$ cat src/rtl/exc_seq_pkg.sv
package exc_seq_pkg;

  localparam int NUM_EXC  = 6;
  localparam int NUM_BANK = 5;
  localparam int CODE_W   = 3;
  localparam int BANK_W   = 3;

  localparam int PSR_T = 5;
  localparam int PSR_F = 6;
  localparam int PSR_I = 7;

  localparam logic [4:0] MODE_USR = 5'h10;
  localparam logic [4:0] MODE_FIQ = 5'h11;
  localparam logic [4:0] MODE_IRQ = 5'h12;
  localparam logic [4:0] MODE_SVC = 5'h13;
  localparam logic [4:0] MODE_ABT = 5'h17;
  localparam logic [4:0] MODE_UND = 5'h1B;

  localparam logic [CODE_W-1:0] EXC_DABT = 3'd0;
  localparam logic [CODE_W-1:0] EXC_FIQ  = 3'd1;
  localparam logic [CODE_W-1:0] EXC_IRQ  = 3'd2;
  localparam logic [CODE_W-1:0] EXC_PABT = 3'd3;
  localparam logic [CODE_W-1:0] EXC_SWI  = 3'd4;
  localparam logic [CODE_W-1:0] EXC_UND  = 3'd5;

  typedef struct packed {
    logic [4:0]        mode;
    logic [7:0]        vec_off;
    logic [3:0]        lr_off;
    logic              fmask;
    logic [BANK_W-1:0] bank;
  } exc_attr_t;

  typedef struct packed {
    logic              hit;
    logic [BANK_W-1:0] idx;
  } bank_sel_t;

  function automatic bank_sel_t bank_of_mode(input logic [4:0] m);
    bank_sel_t s;
    s.hit = 1'b1;
    case (m)
      MODE_FIQ: s.idx = 3'd0;
      MODE_IRQ: s.idx = 3'd1;
      MODE_SVC: s.idx = 3'd2;
      MODE_ABT: s.idx = 3'd3;
      MODE_UND: s.idx = 3'd4;
      default: begin
        s.hit = 1'b0;
        s.idx = 3'd0;
      end
    endcase
    return s;
  endfunction

  function automatic logic [3:0] ret_adjust(input logic [CODE_W-1:0] c);
    case (c)
      EXC_DABT:                   return 4'd8;
      EXC_FIQ, EXC_IRQ, EXC_PABT: return 4'd4;
      default:                    return 4'd0;
    endcase
  endfunction

endpackage

$ cat src/rtl/exc_prio_arb.sv
module exc_prio_arb #(
  parameter int N  = 6,
  parameter int CW = 3
) (
  input  logic [N-1:0]  req,
  input  logic [N-1:0]  mask,
  output logic          valid,
  output logic [CW-1:0] code
);

  logic [N-1:0] elig;
  logic [N-1:0] grant;
  logic [N:0]   seen;

  assign elig    = req & ~mask;
  assign seen[0] = 1'b0;

  for (genvar i = 0; i < N; i++) begin : g_chain
    assign grant[i]  = elig[i] & ~seen[i];
    assign seen[i+1] = seen[i] | elig[i];
  end

  assign valid = seen[N];

  always_comb begin
    code = '0;
    for (int i = 0; i < N; i++) begin
      if (grant[i]) code = code | CW'(i);
    end
  end

endmodule

$ cat src/rtl/exc_attr_map.sv
module exc_attr_map
  import exc_seq_pkg::*;
(
  input  logic [CODE_W-1:0] code,
  output exc_attr_t         attr
);

  always_comb begin
    attr = '0;
    case (code)
      EXC_DABT: begin attr.mode = MODE_ABT; attr.vec_off = 8'h10; attr.lr_off = 4'd8; attr.bank = 3'd3; end
      EXC_FIQ:  begin attr.mode = MODE_FIQ; attr.vec_off = 8'h1C; attr.lr_off = 4'd4; attr.bank = 3'd0;
                      attr.fmask = 1'b1; end
      EXC_IRQ:  begin attr.mode = MODE_IRQ; attr.vec_off = 8'h18; attr.lr_off = 4'd4; attr.bank = 3'd1; end
      EXC_PABT: begin attr.mode = MODE_ABT; attr.vec_off = 8'h0C; attr.lr_off = 4'd4; attr.bank = 3'd3; end
      EXC_SWI:  begin attr.mode = MODE_SVC; attr.vec_off = 8'h08; attr.lr_off = 4'd4; attr.bank = 3'd2; end
      default:  begin attr.mode = MODE_UND; attr.vec_off = 8'h04; attr.lr_off = 4'd4; attr.bank = 3'd4; end
    endcase
  end

endmodule

$ cat src/rtl/exc_bank_file.sv
module exc_bank_file
  import exc_seq_pkg::*;
#(
  parameter int NB = 5,
  parameter int DW = 32,
  parameter int AW = 32
) (
  input  logic              clk,
  input  logic              rst,
  input  logic              wr_en,
  input  logic [BANK_W-1:0] wr_idx,
  input  logic [DW-1:0]     wr_spsr,
  input  logic [AW-1:0]     wr_lr,
  input  logic [CODE_W-1:0] wr_kind,
  input  logic [BANK_W-1:0] rd_idx,
  output logic [DW-1:0]     rd_spsr,
  output logic [AW-1:0]     rd_lr,
  output logic [CODE_W-1:0] rd_kind,
  output logic [NB*DW-1:0]  spsr_flat,
  output logic [NB*AW-1:0]  lr_flat
);

  logic [NB*CODE_W-1:0] kind_flat;

  for (genvar b = 0; b < NB; b++) begin : g_bank
    logic [DW-1:0]     spsr_r;
    logic [AW-1:0]     lr_r;
    logic [CODE_W-1:0] kind_r;

    always_ff @(posedge clk) begin
      if (rst) begin
        spsr_r <= '0;
        lr_r   <= '0;
        kind_r <= EXC_SWI;
      end else if (wr_en && wr_idx == BANK_W'(b)) begin
        spsr_r <= wr_spsr;
        lr_r   <= wr_lr;
        kind_r <= wr_kind;
      end
    end

    assign spsr_flat[b*DW +: DW]         = spsr_r;
    assign lr_flat[b*AW +: AW]           = lr_r;
    assign kind_flat[b*CODE_W +: CODE_W] = kind_r;
  end

  always_comb begin
    rd_spsr = '0;
    rd_lr   = '0;
    rd_kind = '0;
    for (int b = 0; b < NB; b++) begin
      if (rd_idx == BANK_W'(b)) begin
        rd_spsr = spsr_flat[b*DW +: DW];
        rd_lr   = lr_flat[b*AW +: AW];
        rd_kind = kind_flat[b*CODE_W +: CODE_W];
      end
    end
  end

endmodule

$ cat src/rtl/exc_entry_seq.sv
module exc_entry_seq
  import exc_seq_pkg::*;
#(
  parameter int          DW       = 32,
  parameter int          AW       = 32,
  parameter logic [31:0] VEC_BASE = 32'h0
) (
  input  logic                   clk,
  input  logic                   rst,
  input  logic [NUM_EXC-1:0]     req_i,
  input  logic [AW-1:0]          cur_pc_i,
  input  logic                   psr_wr_i,
  input  logic [DW-1:0]          psr_wdata_i,
  input  logic                   ret_i,
  output logic [AW-1:0]          pc_o,
  output logic [DW-1:0]          psr_o,
  output logic                   taken_o,
  output logic [CODE_W-1:0]      taken_code_o,
  output logic                   ret_done_o,
  output logic [NUM_BANK*DW-1:0] spsr_banks_o,
  output logic [NUM_BANK*AW-1:0] lr_banks_o
);

  localparam logic [AW-1:0] BASE     = AW'(VEC_BASE);
  localparam logic [DW-1:0] PSR_RST  = DW'({1'b1, 1'b1, 1'b0, MODE_SVC});

  logic [AW-1:0]      pc_q;
  logic [DW-1:0]      psr_q;
  logic [NUM_EXC-1:0] mask;
  logic               take;
  logic [CODE_W-1:0]  code;
  exc_attr_t          attr;
  bank_sel_t          cur_bank;
  logic [DW-1:0]      rd_spsr;
  logic [AW-1:0]      rd_lr;
  logic [CODE_W-1:0]  rd_kind;
  logic [DW-1:0]      psr_entry;
  logic               do_ret;

  always_comb begin
    mask           = '0;
    mask[EXC_FIQ]  = psr_q[PSR_F];
    mask[EXC_IRQ]  = psr_q[PSR_I];
  end

  exc_prio_arb #(.N(NUM_EXC), .CW(CODE_W)) u_arb (
    .req   (req_i),
    .mask  (mask),
    .valid (take),
    .code  (code)
  );

  exc_attr_map u_attr (
    .code (code),
    .attr (attr)
  );

  assign cur_bank = bank_of_mode(psr_q[4:0]);
  assign do_ret   = ret_i && cur_bank.hit;

  exc_bank_file #(.NB(NUM_BANK), .DW(DW), .AW(AW)) u_banks (
    .clk       (clk),
    .rst       (rst),
    .wr_en     (take),
    .wr_idx    (attr.bank),
    .wr_spsr   (psr_q),
    .wr_lr     (cur_pc_i + AW'(attr.lr_off)),
    .wr_kind   (code),
    .rd_idx    (cur_bank.idx),
    .rd_spsr   (rd_spsr),
    .rd_lr     (rd_lr),
    .rd_kind   (rd_kind),
    .spsr_flat (spsr_banks_o),
    .lr_flat   (lr_banks_o)
  );

  always_comb begin
    psr_entry        = psr_q;
    psr_entry[4:0]   = attr.mode;
    psr_entry[PSR_T] = 1'b0;
    psr_entry[PSR_I] = 1'b1;
    if (attr.fmask) psr_entry[PSR_F] = 1'b1;
  end

  always_ff @(posedge clk) begin
    if (rst) begin
      pc_q         <= BASE;
      psr_q        <= PSR_RST;
      taken_o      <= 1'b0;
      taken_code_o <= '0;
      ret_done_o   <= 1'b0;
    end else begin
      taken_o    <= 1'b0;
      ret_done_o <= 1'b0;
      if (take) begin
        pc_q         <= BASE + AW'(attr.vec_off);
        psr_q        <= psr_entry;
        taken_o      <= 1'b1;
        taken_code_o <= code;
      end else if (do_ret) begin
        pc_q       <= rd_lr - AW'(ret_adjust(rd_kind));
        psr_q      <= rd_spsr;
        ret_done_o <= 1'b1;
      end else if (psr_wr_i) begin
        psr_q <= psr_wdata_i;
      end
    end
  end

  assign pc_o  = pc_q;
  assign psr_o = psr_q;

endmodule

$ cat config.mk
export PLATFORM = sky130hd
export DESIGN_NAME = exc_entry_seq
export DESIGN_NICKNAME = d
export VERILOG_FILES = /design/src/rtl/exc_seq_pkg.sv /design/src/rtl/exc_prio_arb.sv /design/src/rtl/exc_attr_map.sv /design/src/rtl/exc_bank_file.sv /design/src/rtl/exc_entry_seq.sv
export SDC_FILE = /design/constraint.sdc
export NUM_CORES = 1
export LEC_CHECK = 0
export ABC_AREA = 1
export BUFFER_PORTS_ARGS = -buffer_cell sky130_fd_sc_hd__clkbuf_2
export CAP_MARGIN = 20
export CORE_MARGIN = 2
export CORE_UTILIZATION = 25
export DETAILED_ROUTE_END_ITERATION = 8
export PLACE_DENSITY_LB_ADDON = 0.05
export SLEW_MARGIN = 20
export SYNTH_ARGS = -nofsm -noshare
export SYNTH_HDL_FRONTEND = slang
export SYNTH_HIERARCHICAL = 1
export SYNTH_SLANG_ARGS = --single-unit
$ cat constraint.sdc
create_clock -name clk -period 4.5 [get_ports clk]
set_input_delay 0.45 -clock clk [delete_from_list [all_inputs] [get_ports clk]]
set_output_delay 0.45 -clock clk [all_outputs]
set_load 0.01 [all_outputs]
# Yosys cells after proc, flatten, opt, wreduce, memory -nomap -nowiden
# Index checks and enable logic that the tools add are counted.
dict set report totals {
  regBits 404
  in_bits 74
  output_inout_bits 389
  wordCells 121
}
dict set report classes {
  add_sub_neg 2
  n_eq_ne 21
  mux 37
  bitwise_logic 18
  n_reduce_logical 19
}
# op n
set ops {}
lappend ops {{two-way mux 32 bit} 12}
lappend ops {{one-hot mux 16 bit (5 select lines)} 1}
lappend ops {{adder 32 x 4 -> 32 bit} 1}
lappend ops {{subtractor 32 x 4 -> 32 bit} 1}
lappend ops {{== test 5 bit (second input constant)} 5}
lappend ops {{== test 3 x 2 -> 1 bit (second input constant)} 8}
lappend ops {{one-hot mux 3 bit (4 select lines)} 2}
lappend ops {{two-way mux 3 bit} 7}
lappend ops {{two-way mux 8 bit} 2}
lappend ops {{== test 3 x 1 -> 1 bit (second input constant)} 4}
lappend ops {{zero test 3 bit} 4}
lappend ops {{two-way mux 4 bit} 3}
lappend ops {{== test 3 bit (second input constant)} 3}
lappend ops {{one-hot mux 4 bit (2 select lines)} 1}
lappend ops {{two-way mux 7 bit} 1}
lappend ops {{AND 6 bit} 1}
lappend ops {{logical AND 1 bit} 6}
lappend ops {{two-way mux 1 bit} 6}
lappend ops {{inverter 1 bit} 6}
lappend ops {{inverter 3 -> 6 bit} 1}
lappend ops {{AND 1 bit} 5}
lappend ops {{OR 1 bit} 5}
lappend ops {{OR reduction 5 bit} 1}
lappend ops {{two-way mux 2 bit} 2}
lappend ops {{6 further kinds} 9}

# Depth between registers and ports, before layout
dict set report depth {
  depth_word 17
  depth_mapped 23
  mapped_depth_nobuf 21
}

# Hierarchy
# The synthesis kept the hierarchy.
# mod n_inst cells_per_inst area_per_inst_um2 seq_area_each_um2
set modules_own_cells {}
lappend modules_own_cells {exc_bank_file 1 2144 14559.0 6706.4}
lappend modules_own_cells {exc_entry_seq 1 753 4653.2 1381.3}
lappend modules_own_cells {exc_attr_map 1 29 160.2 0.0}
lappend modules_own_cells {exc_prio_arb 1 28 125.1 0.0}

# Least setup slack after synthesis
# OpenSTA, ideal clock, no wires.
dict set report synth_path {
  path_type {register to register}
  startpoint {register psr_q[1], in the netlist psr_o[1]}
  endpoint {register pc_q[29], in the netlist pc_o[29]}
  setup_ns 0.120
  arrival_ns 3.117
  required_time_ns 4.380
  path_slack_ns 1.264
  path_stages_with_launch 20
  path_buffers 1
  period_less_slack_ns 3.236
  cell_sequence {dfxtp_1 -> nand2_1 -> nor3b_1 -> nor2_1 -> buf_2 -> nand3_1 -> nand2_1 -> nor2_1 -> nand3_1 -> nor3_1 -> inv_1 -> ha_1 -> inv_1 -> nor2_1 -> nor2_1 -> nand2_1 -> nor2_1 -> nand2_1 -> o21ai_0 -> a21oi_1}
}
# item line
set synth_lines {}
lappend synth_lines {{start, declared} exc_entry_seq.sv:28} ;# logic [DW-1:0] psr_q;
lappend synth_lines {{start signal, assigned} exc_entry_seq.sv:97} ;# psr_q <= psr_entry;
lappend synth_lines {{start signal, assigned} exc_entry_seq.sv:102} ;# psr_q <= rd_spsr;
lappend synth_lines {{start signal, assigned} exc_entry_seq.sv:105} ;# psr_q <= psr_wdata_i;
lappend synth_lines {{end signal, assigned} exc_entry_seq.sv:96} ;# pc_q <= BASE + AW'(attr.vec_off);
lappend synth_lines {{end signal, assigned} exc_entry_seq.sv:101} ;# pc_q <= rd_lr - AW'(ret_adjust(rd_kind));
lappend synth_lines {{end, declared} exc_entry_seq.sv:27} ;# logic [AW-1:0] pc_q;

==> reports/summary.txt <==
Status: complete, no violations
CP max stage cell: dfxtp_1
Number of nets in the layout: 3,410
EDFF count, synth: 0
Highest Clock Rate: 0.250 GHz
Top-area cell type share of the netlist area: 41.5%
# fillers: 8,593
Register area share after synthesis: 41.5%
Routability cong.: 0.899
Largest area contributor in the netlist: dfxtp_1
DIE WIDTH: 283 um
WL final: 102,000 um
M1 wire length: 43,500 um
Min Clock Period, post-route: 3990 ps
Async set or reset register ratio after synthesis: 0%
VDD IR max: 285 uV
Initial DRC Count: 1,419
Layout cell share with drive strength beyond 1: 19.5%
Worst-path maximum fanout: 53
Metal2 WL: 50,000 um
Rel. slew slack: 23.8%
Most frequent cells in the layout: nor2_1 (796), nand2_1 (523), clkbuf_2 (461)
Hold Vio Cnt, Final: 0
Leak: 10.9 nW
Total track usage: 24.4%
Via density: 4.87
Setup Fix Bufs, Post-CTS: 0
Rows: 102
Post-synthesis average cell area: 6.60 um2
Average wire per standard cell: 23.1 um
CP endpoint kind: register
Die area: 80,200 um2
Number of CTS-inserted buffers: 52
Max Slew Vio Count: 0
HP Class: in2reg
Post-DP Area: 22,800 um2
Critical Path Source Type: register
Dpl cells: 4,314
Clock slew at reported path FFs: 60 ps
Initial DRT Pass Iterations: 6
TritonCTS clock tree: built
Max Cap Viol: 0
Worst Tran Pin Value: 1140 ps
HPWL Detailed: 70,300 um
Largest net degree at the start of global routing: 116
Netlist cell types: 39
First-pass GRT wire length: 148,000 um
Root Driver: clkbuf_16
Most frequent CP cell: nor2_1
Setup WS pre-CTS: 454 ps
# IOs: 463
Post-Syn Instances: 2,954
Vias in the first global route: 21,091
Clk Latency, worst-skew pair: 610 ps
# H-tree levels: 2
Crit-path cells: nand4_1 > nor2_1 > inv_4 > buf_4 > nand3_1 > nand2_1 > nor2_1 > nand3_1 > inv_1 > ha_1 > fa_1 > nand2_1 > nor3_1 > nand2_1 > nor2_1 > xor2_1 > nor2_1 > nor2_1
Highest routed layer: met5
Non-Filler Instances: 4,412
Die Height: 283 um
Antenna-violating nets left: 0
CTS Buffer Depth: 3
Gr ovfl total: 0
Period utilization: 88.7%
Initial core utilization: 25.2%
Layout area overhead: 25.8%
Port bufs: 462
Max incr delay on CP: 610 ps
Synth area leaders: dfxtp_1 (41%), nor2_1 (15%), nand2_1 (10%)
Reg-to-reg setup timing slack: 510 ps
Power per Cell Area: 500 nW/um2
DRC violations left: 0
Clock Sinks: 404
Setup violators final: 0
RSZ-0062 raised after global routing: no
Initial antenna violation count: 4
WL met3: 5730 um
Setup CP Type: reg2reg
Final setup TNS: 0 ps
Post-Syn Area: 19,500 um2
Worst Skew: 22.7 ps
Crit path required time: 5050 ps
Core region area: 77,300 um2
Synth warnings: 6
Most common cell after layout, fill and taps aside: nor2_1
#FFs+latches synth: 404
DR vias: 21,470
Worst Path Arrival: 4540 ps
Final instance area: 24,500 um2
Final setup margin: 507 ps
Post-layout util: 31.7%
Post-synth top flop: dfxtp_1
-- cell usage after synthesis (all sizes together) (2+ instances only) --
cell type and n:
clkbuf 102, a21oi 106, nor2 805, o21ai 298
a22o 3, xor2 27, nor3 22, conb 3
dfxtp 404, inv 159, buf 110, ha 6
clkinv 2, xnor2 28, nand3 182, nor4 2
nand2 534, fa 2, nand4 154
-- worst max-delay path, delay by kind of cell, from the launching register on --
kind / cells / cell delay [ps]
DFF: 1 / 610
buffers and inverters: 3 / 590
and+or+nand+nor: 12 / 2050
adders and majority gates: 2 / 510
xor gates and xnor gates: 1 / 150
-- power by group --
part	internal, mW	total (mW)	switching [mW]
logic	1.08	3.64	2.56
registers	3.96	4.41	0.452
clock network	2.47	4.21	1.74
-- flip-flops by register name, indices dropped and copies added, names as in the netlist --
register / flops
u_banks/g_bank.spsr_r: 160
pc_o: 32
psr_o: 32
u_banks/g_bank.kind_r: 15
taken_code_o: 3
taken_o: 1
ret_done_o: 1
u_banks/g_bank.lr_r: 160
-- area by class of cell --
type	instances	area (um2)	share of cell area (%)
flip-flops and latches	404	8090	33.0
diodes	2	5.00	0.0204
inverters	161	618	2.52
well taps	1040	1300	5.31
repair buffers	521	2820	11.5
multi-input cells	2188	9980	40.7
clock buffers	74	1530	6.22
clock inverters	22	176	0.720
-- kinds of logic after synthesis --
logic type	after synthesis	synth area share, %
compound gates	409	10.7
xor+xnor	55	2.47
fa+ha+maj	8	0.590
buf+inv	373	8.13
flops	404	41.5
mux	1	0.0578
other cells	3	0.0578
simple gates	1701	36.6
-- routing by layer --
layer  GRT usage (%)  vias up
met4            6.55        2
li1                -    10318
met5               0        -
met1            30.3    10295
met2            43.3      713
met3            4.36      142
-- worst paths after layout --
| kind | startpoint | to | depth (start not counted) |
|---|---|---|---|
| max | psr_o[4]$_SDFFE_PP1P_ | pc_o[22]$_SDFFE_PP0P_ | 18 |
| max reg2reg | psr_o[4]$_SDFFE_PP1P_ | pc_o[22]$_SDFFE_PP0P_ | 18 |
| min reg2reg | pc_o[2]$_SDFFE_PP0P_ | pc_o[2]$_SDFFE_PP0P_ | 2 |
| min | psr_wdata_i[5] | psr_o[5]$_SDFFE_PP0N_ | 3 |
-- through the flow --
| stage | power, mW | hold slack [ps] |
|---|---|---|
| global placement | 8.15 | 459 |
| global route | 12.9 | 107 |
| finish | 12.3 | 111 |
| CTS | 12.4 | 86.3 |
| floorplan | 6.50 | 429 |
| detailed placement | 8.16 | 460 |
-- timing repair --
action | 4_1_cts | 5_1_grt
hold buffers | 0 | 0
resized for setup | 0 | 2
setup endpoints to repair | 0 | 1
No activity file was read; power rests on OpenSTA's default activity.
